<file path="src/rtl/rx_slot_writer.sv">
module rx_slot_writer #(
  parameter int NSLOTS      = 4,
  parameter int AW          = 32,
  parameter int CW          = 16,
  parameter int MAX_FRAMED  = 1530,
  parameter int MIN_PAYLOAD = 60
) (
  input  logic                   clk,
  input  logic                   rst_n,
  input  logic                   rx_hold,
  input  logic [2*NSLOTS-1:0]    slot_state,
  input  logic [AW*NSLOTS-1:0]   slot_base,
  input  logic                   start,
  input  logic [CW-1:0]          start_len,
  input  logic                   in_valid,
  input  logic [7:0]             in_data,
  output logic                   in_ready,
  output logic                   idle,
  output logic                   can_rx,
  output logic                   mem_we,
  output logic [AW-1:0]          mem_addr,
  output logic [7:0]             mem_wdata,
  output logic [NSLOTS-1:0]      slot_wr,
  output logic [1:0]             slot_wr_state,
  output logic [CW-1:0]          slot_wr_count,
  output logic                   rx_irq
);
  localparam int SW = (NSLOTS > 1) ? $clog2(NSLOTS) : 1;
  localparam logic [CW-1:0] HDR     = CW'(8);
  localparam logic [CW-1:0] OVH     = CW'(12);
  localparam logic [CW-1:0] MINP    = CW'(MIN_PAYLOAD);
  localparam logic [CW-1:0] MAXP    = CW'(MAX_FRAMED - 12);
  localparam logic [CW-1:0] ONE     = CW'(1);
  localparam logic [1:0]    ST_LOAD = 2'd1;
  localparam logic [1:0]    ST_PEND = 2'd2;

  typedef enum logic [2:0] {S_IDLE, S_PRE, S_DATA, S_PAD, S_FCS, S_DONE, S_SKIP} st_t;

  st_t             st;
  logic [CW-1:0]   pos, len_q, plen_q;
  logic [AW-1:0]   base_q;
  logic [SW-1:0]   slot_q, pick;
  logic [31:0]     crc;
  logic [NSLOTS-1:0] loaded;

  function automatic logic [31:0] crc_step(input logic [31:0] c_in, input logic [7:0] b);
    logic [31:0] c;
    c = c_in ^ {24'd0, b};
    for (int k = 0; k < 8; k++)
      c = c[0] ? ((c >> 1) ^ 32'hEDB88320) : (c >> 1);
    return c;
  endfunction

  for (genvar g = 0; g < NSLOTS; g++) begin : g_ld
    assign loaded[g] = (slot_state[2*g +: 2] == ST_LOAD);
  end

  always_comb begin
    pick = '0;
    for (int i = NSLOTS - 1; i >= 0; i--)
      if (loaded[i]) pick = SW'(i);
  end

  wire drop_now = rx_hold || !(|loaded) || (start_len > MAXP);
  wire [CW-1:0] plen_now = (start_len < MINP) ? MINP : start_len;
  wire [CW-1:0] fcs_idx  = pos - HDR - plen_q;
  wire [31:0]   fcs      = ~crc;

  always_ff @(posedge clk or negedge rst_n) begin
    if (!rst_n) begin
      st <= S_IDLE; pos <= '0; len_q <= '0; plen_q <= '0;
      base_q <= '0; slot_q <= '0; crc <= '1;
    end else begin
      case (st)
        S_IDLE: if (start) begin
          pos   <= '0;
          len_q <= start_len;
          if (drop_now) begin
            st <= (start_len == '0) ? S_IDLE : S_SKIP;
          end else begin
            plen_q <= plen_now;
            slot_q <= pick;
            base_q <= slot_base[AW*pick +: AW];
            crc    <= '1;
            st     <= S_PRE;
          end
        end
        S_PRE: begin
          pos <= pos + ONE;
          if (pos == HDR - ONE) st <= (len_q == '0) ? S_PAD : S_DATA;
        end
        S_DATA: if (in_valid) begin
          crc <= crc_step(crc, in_data);
          pos <= pos + ONE;
          if (pos == HDR + len_q - ONE) st <= (len_q < MINP) ? S_PAD : S_FCS;
        end
        S_PAD: begin
          crc <= crc_step(crc, 8'h00);
          pos <= pos + ONE;
          if (pos == HDR + MINP - ONE) st <= S_FCS;
        end
        S_FCS: begin
          pos <= pos + ONE;
          if (pos == HDR + plen_q + CW'(3)) st <= S_DONE;
        end
        S_DONE: st <= S_IDLE;
        S_SKIP: if (in_valid) begin
          pos <= pos + ONE;
          if (pos == len_q - ONE) st <= S_IDLE;
        end
        default: st <= S_IDLE;
      endcase
    end
  end

  always_comb begin
    unique case (st)
      S_PRE:   mem_wdata = (pos == HDR - ONE) ? 8'hD5 : 8'h55;
      S_DATA:  mem_wdata = in_data;
      S_FCS:   mem_wdata = fcs[8*fcs_idx[1:0] +: 8];
      default: mem_wdata = 8'h00;
    endcase
  end

  assign mem_we        = (st == S_PRE) || (st == S_PAD) || (st == S_FCS) || (st == S_DATA && in_valid);
  assign mem_addr      = base_q + AW'(pos);
  assign in_ready      = (st == S_DATA) || (st == S_SKIP);
  assign idle          = (st == S_IDLE);
  assign can_rx        = rx_hold || (|loaded);
  assign rx_irq        = (st == S_DONE);
  assign slot_wr       = rx_irq ? (NSLOTS'(1) << slot_q) : '0;
  assign slot_wr_state = rx_irq ? ST_PEND : 2'd0;
  assign slot_wr_count = rx_irq ? (plen_q + OVH) : '0;
endmodule

</file>
<file path="config.mk">
export PLATFORM = sky130hd
export DESIGN_NAME = rx_slot_writer
export DESIGN_NICKNAME = d
export VERILOG_FILES = /design/src/rtl/rx_slot_writer.sv
export SDC_FILE = /design/constraint.sdc
export NUM_CORES = 1
export LEC_CHECK = 0
export BUFFER_PORTS_ARGS = -buffer_cell sky130_fd_sc_hd__buf_2
export CORE_MARGIN = 8
export CORE_UTILIZATION = 56
export CTS_CLUSTER_SIZE = 24
export DETAILED_ROUTE_END_ITERATION = 12
export PLACE_DENSITY = 0.82
export SYNTH_ARGS = -nofsm -noshare
export SYNTH_HDL_FRONTEND = slang
export SYNTH_SLANG_ARGS = --single-unit
</file>
<file path="constraint.sdc">
create_clock -name clk -period 4 [get_ports clk]
set_input_delay 0.8 -clock clk [delete_from_list [all_inputs] [get_ports clk]]
set_output_delay 0.8 -clock clk [all_outputs]
set_load 0.05 [all_outputs]
</file>
# Yosys cells after proc, flatten, opt, wreduce, memory -nomap -nowiden
# Index checks and enable logic that the tools add are counted.
[classes] add_sub_neg=10 order_cmp=3 n_eq_ne=25 n_shift=3 muxes=46 bitwise=19 reduce_logical=22
[ops] cell="$mux 32" n=19
[ops] cell="$not 13->14" n=16
[ops] cell="$shiftx 128x8->32" n=1
[ops] cell="$pmux 32 s3" n=1
[ops] cell="$mux 16" n=4
[ops] cell="$eq 16x16->1" n=3
[ops] cell="$pmux 16 s3" n=1
[ops] cell="$mux 3" n=11
[ops] cell="$add 32x16->32" n=1
[ops] cell="$add 4x16->16 const A" n=2
[ops] cell="$logic_not 16->1" n=2
[ops] cell="$lt 16x6->1 const B" n=2
[ops] cell="$not 32->32" n=1
[ops] cell="$shiftx 32x6->8" n=1
[ops] cell="$sub 16x1->16 const B" n=2
[ops] cell="$xor 32x8->32" n=1
[ops] cell="$pmux 8 s3" n=1
[ops] cell="$ne 2x2->1 const B" n=9
[ops] cell="$pmux 3 s6" n=1
[ops] cell="$add 16x1->16 const B" n=1
[ops] cell="$add 16x2->16 const B" n=1
[ops] cell="$add 16x4->16 const B" n=1
[ops] cell="$eq 16x3->1 const B" n=1
[ops] cell="$eq 16x7->1 const B" n=1
[ops] cell="26 further kinds" n=44
[word_totals] regBits=117 input_bits=165 output_inout_bits=67 wordCells=135

# Depth between registers and ports, before layout
# Gate-level depths: netlist of run 1.
[logic_depth] ltp_word=19 depth_mapped=12 depth_no_buf=11

# Worst setup path before layout of run 1
# No wires, ideal clock.
[synth_path] kind="flip-flop to output port" startpoint="register pos[1]" endpoint="output mem_addr[29]" arrival_time_ns=3.936 required_time_ns=3.200 slack_ns=-0.736 path_stages_with_launch=10 path_buffers=1 path_cell_list="dfrtp_1 > ha_1 > a21o_1 > a21oi_1 > o21a_1 > o21ai_0 > a31o_2 > a31o_2 > clkbuf_1 > o311ai_0"
[synth_between] elab_chain_cells=1
[synth_rtl] item="start: declaration" line_no="40" text="logic [CW-1:0] pos, len_q, plen_q;"
[synth_rtl] item="start signal: assignment" line_no="89" text="pos <= pos + ONE;"
[synth_rtl] item="start signal: assignment" line_no="94" text="pos <= pos + ONE;"
[synth_rtl] item="start signal: assignment" line_no="99" text="pos <= pos + ONE;"
[synth_rtl] item="$add 32x16->32" line_no="126" text="assign mem_addr = base_q + AW'(pos);"
[synth_rtl] item="end: declaration" line_no="21" text="output logic [AW-1:0] mem_addr,"
# No other way between the ends.

# Worst setup path after layout of run 1
[layout_path] startpoint="register pos[1]" endpoint="output mem_addr[17]"
# The elaborated chain is that of the path after synthesis.

==> reports/results.ini, run 1 <==
[logic_synthesis]
fraction_of_the_yosys_area_taken_by_sequential_cells_pct = 28.6
post_synth.cell_area_avg_um2 = 9.34
cell_area_synth_um2 = 10400
yosys_reg_bits = 117
ys_async_sr_fraction_pct = 100
netlist-cell-type-count = 77
synth_fp_nets = 1299
post_synth_edffs = 0
yosysWarnings = 0
postSynthCellCount = 1111
synth-main-ff-cell = sky130_fd_sc_hd__dfrtp_1

[detailed_routing]
wirelength_um = 31300
initialDrtViolationCount = 831
via_cell_ratio = 6.16
average_wire_per_standard_cell_um = 20.2
detailed_route_via_count = 9562
drc_errors = 0
detailedRoute.firstPassIterationCount = 6
postRouteAntennaNets = 0

[placed_design]
io_buffer_count = 230
placed_cells_incl_taps = 1514
post-dp-hpwl_um = 23800
place_congestion = 0.958

[global_routing]
antenna_found_initial = 2
grt_pass1_wl_um = 50900
grt_util_met1_pct = 33.7
globalRouteTotalUtil_pct = 26.9
met2_usage_pct = 43.9
global_route.peak_usage_layer = met2
maximum_number_of_pins_on_one_net_before_global_route_repair = 60
global_route.overflow_total = 0
grt_use_met3_pct = 6.01
via_count_of_the_first_global_routing_pass = 9860

[clock_tree]
cts_hold_buffers = 0
clk_pin_slew_worst_paths_ns = 0.06
cts_tree = built
numCtsBuffers = 17
clock_sinks = 117
cts_buffer_depth = 2
cts_max_level = 4
clock_latency_ns = 0.43
cts_root_buf = sky130_fd_sc_hd__clkbuf_16

[critical_path]
timing_worst_setup_path_type = register to primary output
worstPathArrival_ns = 3.08
critical_path.endpoint_type = primary output
setup.worst_path.start_class = register
worstPathRequired_ns = 3.20
critical_path_peak_fanout = 17

[power]
p_per_area_nw_per_um2 = 268
max-vdd-ir-drop_uv = 291
power_leakage_uw = 0.00577

[timing]
slew_headroom_pct = 31.8
final.setup_skew_ns = 0.00868
fin_crit_sh_pct = 97.1
hold_ws_ns = 0.427
hold_viol_final = 0
max_clock_freq_mhz = 257
maxSlewViolCount = 0
finalSetupViolations = 0
layout_min_cycle_time_ns = 3.88
worst_slew_pin_slew_ns = 1.02

[cells_and_area]
num-nets-final = 1496
layout.filler_cells = 1387
final-instance-count-excl-fill = 1552
areaGrowthSynthToFinish_pct = 20.2
post_route_cells_drive_above_1_share_pct = 34.1
final_util_pct = 69.0

[die]
height_of_the_die_um = 152
placement_rows = 49
fp.dieW_um = 152
design.core.area_um2 = 18100
initial_utilization_pct = 57.4
die_area_um2 = 23100
io-pin-count = 232

[run]
max_cap_viol_count = 0

[worst_hold_path]
worstHoldPathType = input pin to async pin

[run_status]
outcome = complete, no violations

==> routing by layer <==
layer,part of all wire (%),vias up
li1,-,4410
met1,41,4600
met2,48,460
met3,8.3,92
met4,3.4,0
met5,0,-
==> cells in the mapped netlist (all sizes together), types with 9 or more instances <==
| cell | n | area share, % |
|---|---|---|
| a21oi | 47 | 2.3 |
| a221oi | 18 | 1.5 |
| a31oi | 10 | 0.60 |
| and2 | 10 | 0.60 |
| and3 | 12 | 0.72 |
| buf | 25 | 1.3 |
| clkbuf | 53 | 1.9 |
| dfrtp | 85 | 20 |
| dfstp | 32 | 8.1 |
| ha | 22 | 2.7 |
| inv | 25 | 0.90 |
| mux2 | 49 | 5.3 |
| mux4 | 40 | 8.7 |
| nand2 | 44 | 1.6 |
| nand2b | 13 | 0.78 |
| nand3 | 42 | 2.1 |
| nand4 | 17 | 1.2 |
| nor2 | 118 | 4.3 |
| nor2b | 9 | 0.54 |
| nor3 | 28 | 1.4 |
| o21ai | 47 | 2.3 |
| or3 | 15 | 0.90 |
| xnor2 | 143 | 13 |
| xor2 | 76 | 6.4 |
==> state kept, by name, indices dropped and copies added (netlist names) <==
signal / flops
base_q: 32
crc: 32
len_q: 16
plen_q: 16
pos: 16
st: 3
slot_q: 2
==> power breakdown <==
group / internal [uW] / switching [uW] / leakage, uW
clock network: 1190 / 594 / 0.000327
logic: 193 / 181 / 0.00397
registers: 1190 / 0 / 0.00147
==> placed cells by master (no fill, tap or decap), drive strengths merged, types with 8 or more instances in the layout <==
cell type,netlist,routed
a31oi,10,10
clkbuf,53,19
o21ai,47,47
and2,10,10
nor4,8,8
a22o,8,8
buf,25,255
and3,12,12
mux2,49,49
nand2,44,44
nand3,42,42
nor2,118,118
nor2b,9,9
ha,22,22
a221oi,18,18
or3,15,15
dfrtp,85,85
nand2b,13,13
xor2,76,76
dfstp,32,32
nor3,28,28
inv,25,27
xnor2,143,143
a21oi,47,47
mux4,40,40
nand4,17,17
==> critical path, stage by stage (launching register included) <==
cell	delay, ns
sky130_fd_sc_hd__dfrtp_2	0.41
sky130_fd_sc_hd__ha_1	0.30
sky130_fd_sc_hd__a21o_1	0.20
sky130_fd_sc_hd__a21oi_2	0.21
sky130_fd_sc_hd__o21a_1	0.16
sky130_fd_sc_hd__o21ai_0	0.13
sky130_fd_sc_hd__a31o_2	0.28
sky130_fd_sc_hd__a31o_4	0.30
sky130_fd_sc_hd__o311ai_0	0.37
sky130_fd_sc_hd__buf_4	0.28
==> cell type report <==
cell class                      count  area, um2  area share (%)
Clock inverter                     14        248            1.99
Clock buffer                       18        439            3.52
Tap cell                          229        287            2.30
Inverter                           26       97.6           0.782
Antenna cell                        2       5.00          0.0401
Timing Repair Buffer              256       1390            11.2
Multi-Input combinational cell    890       7030            56.4
Sequential cell                   117       2970            23.8
==> cells by family after synthesis <==
logic type               synth area share [%]
AO/OA/AOI/OAI                            13.3
XOR/XNOR                                 19.1
flip-flops                               28.6
other                                  0.0361
adder cells (fa/ha/maj)                  2.85
buffers and inverters                    4.20
multiplexers                             14.5
AND/OR/NAND/NOR                          17.4
==> worst paths after layout <==
kind | startpoint | endpoint | slack (ns) | depth (start not counted)
setup / recovery | pos[1] | mem_addr[17] | 0.12 | 9
hold / removal | rst_n | len_q[2] | 0.43 | 1
setup reg to reg | plen_q[3] | st[2] | 0.78 | 10
hold reg to reg | base_q[14] | base_q[14] | 0.51 | 1
max in group asynchronous | rst_n | crc[14] | 2.76 | 2
min in group clk | base_q[14] | base_q[14] | 0.51 | 1
==> repair_timing <==
item,4_1_cts,5_1_grt
pin swaps,0,2
endpoints found under the setup margin,19,23
setup buffers,0,4
hold endpoints to repair,0,0
resized for setup,12,20
==> through the flow <==
stage                     total power, uW  setup TNS (ns)  instance area [um2]  worst slack (ns)
after floorplan                      1420           -3.24                10400            -0.518
after global routing                 3440         -0.0332                12500           -0.0293
after global placement               1570               0                11700             0.402
final                                3350               0                12500             0.116
after detailed placement             1580               0                11700             0.286
after CTS                            3360               0                12400            0.0129
Note: power is estimated with default switching activity, not from simulation.
==> inputs of run 2 (changes only) <==
--- a/config.mk
+++ b/config.mk
@@ -10,7 +10,7 @@
 export CORE_UTILIZATION = 56
 export CTS_CLUSTER_SIZE = 24
 export DETAILED_ROUTE_END_ITERATION = 12
-export PLACE_DENSITY = 0.82
+export PLACE_DENSITY = 0.84
 export SYNTH_ARGS = -nofsm -noshare
 export SYNTH_HDL_FRONTEND = slang
 export SYNTH_SLANG_ARGS = --single-unit
==> reports/results.ini, run 2 (synthesized netlist as in run 1, its figures left out) <==
[detailed_routing]
wl_met2_um = 14900  ; about the same
detailed_route_via_count = 9687  ; +1.3%
via_cell_ratio = 6.23  ; +1.2%
dr.max_layer_used = met4
drt-met1-wl_um = 13000  ; +2.0%
initialDrtViolationCount = 1045  ; +26%
drc_errors = 0  ; unchanged
wirelength_um = 31800  ; +1.7%
detailedRoute.firstPassIterationCount = 6  ; unchanged
dr_wl_met3_um = 2790  ; +7.2%
average_wire_per_standard_cell_um = 20.5  ; +1.6%
postRouteAntennaNets = 0  ; unchanged

[clock_tree]
cts_max_level = 4  ; unchanged
clock_sinks = 117  ; unchanged
clock_latency_ns = 0.43  ; about the same
cts_tree = built
cts_hold_buffers = 0  ; unchanged
cts_buffer_depth = 2  ; unchanged
numCtsBuffers = 17  ; unchanged
clk_pin_slew_worst_paths_ns = 0.05  ; about the same
cts_root_buf = sky130_fd_sc_hd__clkbuf_16

[critical_path]
worstPathRequired_ns = 3.20  ; about the same
critPathSlowestCell = sky130_fd_sc_hd__dfrtp_2
worst_setup_path_endpoint = mem_addr[21]
critical_path.endpoint_type = primary output
critical-path-max-stage-delay_ns = 0.48  ; +0.07 ns
cp-startpoint = pos[4]
critical_path.reg2reg.endpoint = st[2]
flop_to_flop_setup_slack_ns = 0.80  ; +0.02 ns
setup.worst_path.start_class = register
critical_path.n_buffers_inverters = 1  ; unchanged
worstPathArrival_ns = 3.09  ; about the same
cp.depth = 8  ; -1
critical_path_peak_fanout = 17  ; unchanged
crit_family = compound AO/OA/AOI/OAI gates
timing_worst_setup_path_type = register to primary output
worst_r2r_path_depth = 10  ; unchanged
worstReg2RegStart = plen_q[3]
worstPathCellList = ha_1, o21a_1, o21ai_0, o21ai_0, a31o_2, a31o_2, o311ai_0, buf_4

[timing]
maxSlewViolCount = 0  ; unchanged
finalWorstSetupSlack_ns = 0.114  ; -0.00215 ns
worst_slew_pin_slew_ns = 1.01  ; -0.0116 ns
grt_setup_unrepaired = true
fin_crit_sh_pct = 97.2  ; about the same
hold_viol_final = 0  ; unchanged
max_clock_freq_mhz = 257  ; about the same
finalSetupViolations = 0  ; unchanged
layout_min_cycle_time_ns = 3.89  ; +0.00215 ns
slew_headroom_pct = 32.5  ; +0.78 points
final.setup_skew_ns = 0.0101  ; +0.00139 ns

[die]
design.core.area_um2 = 18100  ; unchanged
die_area_um2 = 23100  ; unchanged
fp.dieW_um = 152  ; unchanged
io-pin-count = 232  ; unchanged
height_of_the_die_um = 152  ; unchanged
placement_rows = 49  ; unchanged
initial_utilization_pct = 57.4  ; unchanged

[worst_hold_path]
worstHoldPathType = input pin to async pin

[power]
max-vdd-ir-drop_uv = 316  ; +8.7%
finalPower_uw = 2940  ; -12%
power_leakage_uw = 0.00572  ; -0.85%
p_per_area_nw_per_um2 = 238  ; -11%

[global_routing]
antenna_found_initial = 1  ; -1
grt_pass1_wl_um = 50700  ; -0.31%
global_route.overflow_total = 0  ; unchanged
globalRouteTotalUtil_pct = 26.9  ; +0.057 points
via_count_of_the_first_global_routing_pass = 9805  ; -0.56%
maximum_number_of_pins_on_one_net_before_global_route_repair = 70  ; +17%

[cells_and_area]
num-nets-final = 1499  ; +0.20%
leading_registers_by_flop_count = base_q x32, crc x32
final-instance-count-excl-fill = 1554  ; +0.13%
areaGrowthSynthToFinish_pct = 18.9
layout.cells.most_common_list = sky130_fd_sc_hd__buf_2, sky130_fd_sc_hd__xnor2_1, sky130_fd_sc_hd__nor2_1
final_area_um2 = 12300  ; -1.1%
layout.cells.most_common = sky130_fd_sc_hd__buf_2
post_route_cells_drive_above_1_share_pct = 34.2  ; +0.15 points

[placed_design]
place_area_um2 = 11700  ; about the same
io_buffer_count = 230  ; unchanged
post-dp-hpwl_um = 23900  ; +0.43%
place_congestion = 0.957  ; -0.11%
placed_cells_incl_taps = 1515  ; +0.066%
dpl_worst_slack_ns = 0.224  ; -0.0617 ns

[run_status]
outcome = complete, no violations

[run]
max_cap_viol_count = 0  ; unchanged

run 2: cell types whose count changed in the layout (fill, tap and decap cells not counted), sizes merged:
cell / previous run / this run
buf: 255 / 257
bufinv: 6 / 0
clkbuf: 19 / 24
clkinv: 5 / 9
diode: 2 / 1
inv: 27 / 25
run 2: where the power goes:
group          internal [uW]  leakage (uW)  total, uW  switching (uW)
Clock                    814      0.000259       1370             560
Sequential              1190       0.00147       1190               0
Combinational            193       0.00399        375             182
Total                   2190       0.00572       2940             743
run 2: worst min-delay path by stage:
stage                  to  depth (start not counted)
2_1_floorplan  base_q[31]                          1
3_3_place_gp   base_q[15]                          1
3_5_place_dp   base_q[15]                          1
4_1_cts             st[1]                          1
5_1_grt             st[1]                          1
6_report            st[0]                          1
run 2: timing repair:
action                                  CTS  global route
pin swaps                                 4             6
resized for setup                        10            25
endpoints found under the setup margin   17            22
setup buffers                             5             1
endpoints found under the hold margin     0             0
run 2: area by class of cell:
class / count / area (um2)
timing repair buffer: 259 / 1420
multi-input combinational: 890 / 7040
inverter: 26 / 97.6
tap: 229 / 287
antenna: 1 / 2.50
clock inverter: 10 / 58.8
clock buffer: 22 / 464
sequential: 117 / 2970
fill: 1377 / 5750
run 2: routing by layer:
layer,track usage (%),up-vias
met5,0,-
met2,43.7,509
li1,-,4413
met1,33.2,4674
met4,11.6,0
met3,7.46,91
run 2: per-stage QoR:
| stage | hold WS, ns | util, % | setup TNS [ns] |
|---|---|---|---|
| finish | 0.413 | 68.2 | 0 |
| global route | 0.455 | 68.2 | -0.0388 |
| CTS | 0.414 | 67.9 | 0 |
| detailed placement | 0.502 | 64.6 | 0 |
| global placement | 0.492 | 64.6 | 0 |
| floorplan | 0.479 | - | -3.24 |
==> inputs of run 3 (changes only) <==
--- a/config.mk
+++ b/config.mk
@@ -10,7 +10,7 @@
 export CORE_UTILIZATION = 56
 export CTS_CLUSTER_SIZE = 24
 export DETAILED_ROUTE_END_ITERATION = 12
-export PLACE_DENSITY = 0.84
+export PLACE_DENSITY = 0.92
 export SYNTH_ARGS = -nofsm -noshare
 export SYNTH_HDL_FRONTEND = slang
 export SYNTH_SLANG_ARGS = --single-unit
==> reports/results.ini, run 3 (synthesized netlist as in run 1, its figures left out) <==
[run_status]
outcome = complete, no violations

[timing]
max_clock_freq_mhz = 255  ; -0.96%
slew_headroom_pct = 32.7  ; +0.18 points
worst_slew_pin_slew_ns = 1.01  ; -0.00259 ns
finalSetupViolations = 0  ; unchanged
final.setup_skew_ns = 0.0112  ; +0.00117 ns
fin_crit_sh_pct = 98.1  ; +0.94 points
setup-tns-final_ns = 0  ; unchanged
maxSlewViolCount = 0  ; unchanged
layout_min_cycle_time_ns = 3.92  ; +0.0378 ns
hold_viol_final = 0  ; unchanged

[die]
io-pin-count = 232  ; unchanged
die_area_um2 = 23100  ; unchanged
design.core.area_um2 = 18100  ; unchanged
placement_rows = 49  ; unchanged
initial_utilization_pct = 57.4  ; unchanged
fp.dieW_um = 152  ; unchanged
height_of_the_die_um = 152  ; unchanged

[placed_design]
place_congestion = 0.983  ; +2.8%
post-dp-hpwl_um = 23900  ; -0.24%
io_buffer_count = 230  ; unchanged

[critical_path]
worstPathCellList = ha_1, and3_1, a221o_1, a21o_1, a31o_4, o311ai_0, clkbuf_4
critical_path.endpoint_type = primary output
worstPathArrival_ns = 3.12  ; +0.03 ns
critical_path_peak_fanout = 17  ; unchanged
setup.worst_path.start_class = register
critPathSlowestCell = sky130_fd_sc_hd__dfrtp_1
worst_r2r_path_depth = 10  ; unchanged
timing_worst_setup_path_type = register to primary output
worstPathRequired_ns = 3.20  ; about the same
critical-path-max-stage-delay_ns = 0.69  ; +0.21 ns

[clock_tree]
clock_sinks = 117  ; unchanged
clk_pin_slew_worst_paths_ns = 0.06  ; about the same
cts_buffer_depth = 2  ; unchanged
cts_root_buf = sky130_fd_sc_hd__clkbuf_16
numCtsBuffers = 17  ; unchanged
clock_latency_ns = 0.43  ; about the same
cts_tree = built
cts_hold_buffers = 0  ; unchanged
cts_max_level = 4  ; unchanged

[power]
power_leakage_uw = 0.00571  ; -0.25%
p_per_area_nw_per_um2 = 257  ; +7.8%
finalPower_uw = 3160  ; +7.8%
max-vdd-ir-drop_uv = 264  ; -17%

[detailed_routing]
detailed_route_via_count = 9777  ; +0.93%
average_wire_per_standard_cell_um = 20.9  ; +1.9%
drc_errors = 0  ; unchanged
detailedRoute.firstPassIterationCount = 6  ; unchanged
via_cell_ratio = 6.34  ; +1.6%
wirelength_um = 32200  ; +1.2%
postRouteAntennaNets = 0  ; unchanged
initialDrtViolationCount = 966  ; -7.6%

[cells_and_area]
areaGrowthSynthToFinish_pct = 18.8  ; about the same
antenna-diode-count = 0  ; -1
post_route_cells_drive_above_1_share_pct = 33.5  ; -0.73 points
num-nets-final = 1489  ; -0.67%
layout.cells.most_common_list = sky130_fd_sc_hd__buf_2, sky130_fd_sc_hd__xnor2_1, sky130_fd_sc_hd__nor2_1
leading_registers_by_flop_count = base_q x32, crc x32
layout.cells.most_common = sky130_fd_sc_hd__buf_2

[worst_hold_path]
worstHoldPathType = input pin to async pin

[global_routing]
maximum_number_of_pins_on_one_net_before_global_route_repair = 69  ; -1.4%
global_route.overflow_total = 0  ; unchanged
via_count_of_the_first_global_routing_pass = 10100  ; +2.8%
grt_pass1_wl_um = 52200  ; +2.9%
globalRouteTotalUtil_pct = 27.6  ; +0.67 points
antenna_found_initial = 0  ; -1

[run]
max_cap_viol_count = 0  ; unchanged

## run 3: cell types whose count changed in the layout (fill, tap and decap cells not counted), moves of 2 or more
cell                        before  now
sky130_fd_sc_hd__buf_4          38   26
sky130_fd_sc_hd__bufinv_16       0    3
sky130_fd_sc_hd__clkbuf_1        3    0
sky130_fd_sc_hd__clkbuf_4        2    4
sky130_fd_sc_hd__clkinv_2        7    2
sky130_fd_sc_hd__clkinv_4        1    3
sky130_fd_sc_hd__inv_6           0    3
sky130_fd_sc_hd__o311ai_0        5    2
sky130_fd_sc_hd__o311ai_1        2    5
## run 3: power by group
group / switching, uW / internal [uW]
clock: 604 / 1000
sequential: 0 / 1190
combinational: 181 / 192
## run 3: worst max-delay path: cells and delay by family (launching register included)
family | cells | cell delay, ns
fa+ha+maj | 1 | 0.36
buf+inv | 1 | 0.31
simple gates | 1 | 0.20
flops | 1 | 0.69
compound gates | 4 | 1.13
## run 3: per-stage QoR
step	util [%]	cells	area [um2]	hold slack (ns)	setup WS [ns]
after floorplan	-	1111	10400	0.479	-0.518
after global placement	64.3	1507	11600	0.491	0.308
after detailed placement	64.3	1507	11600	0.494	0.175
after CTS	67.9	1542	12300	0.422	0.0148
after global routing	68.2	1543	12300	0.439	-0.0191
final	68.2	1543	12300	0.397	0.0760
## run 3: final timing paths
path	startpoint	to	slack (ns)
max	pos[13]	mem_addr[19]	0.08
min in group clk	base_q[31]	base_q[31]	0.51
max reg2reg	plen_q[3]	st[2]	0.72
max in group asynchronous	rst_n	crc[4]	2.79
min reg2reg	base_q[31]	base_q[31]	0.51
min	rst_n	st[1]	0.40
## run 3: what timing repair did
item	4_1_cts	5_1_grt
pin swaps	2	3
setup endpoints to repair	23	17
resized for setup	5	25
setup buffers	3	1
## run 3: per-layer routing
layer  global-route usage, %  part of all wire, %  vias to the layer above
met5                       0                    0                        -
met4                    12.3                  3.7                        0
met3                    5.70                  9.0                      104
met2                    47.0                   49                      576
met1                    33.3                   39                     4701
li1                        -                    -                     4396
## run 3: layout make-up
type	instances	area [um2]
tap	229	287
sequential	117	2970
fill	1321	5760
inverter	26	97.6
timing repair buffer	249	1340
clock buffer	18	439
multi-input combinational	890	7020
clock inverter	14	175
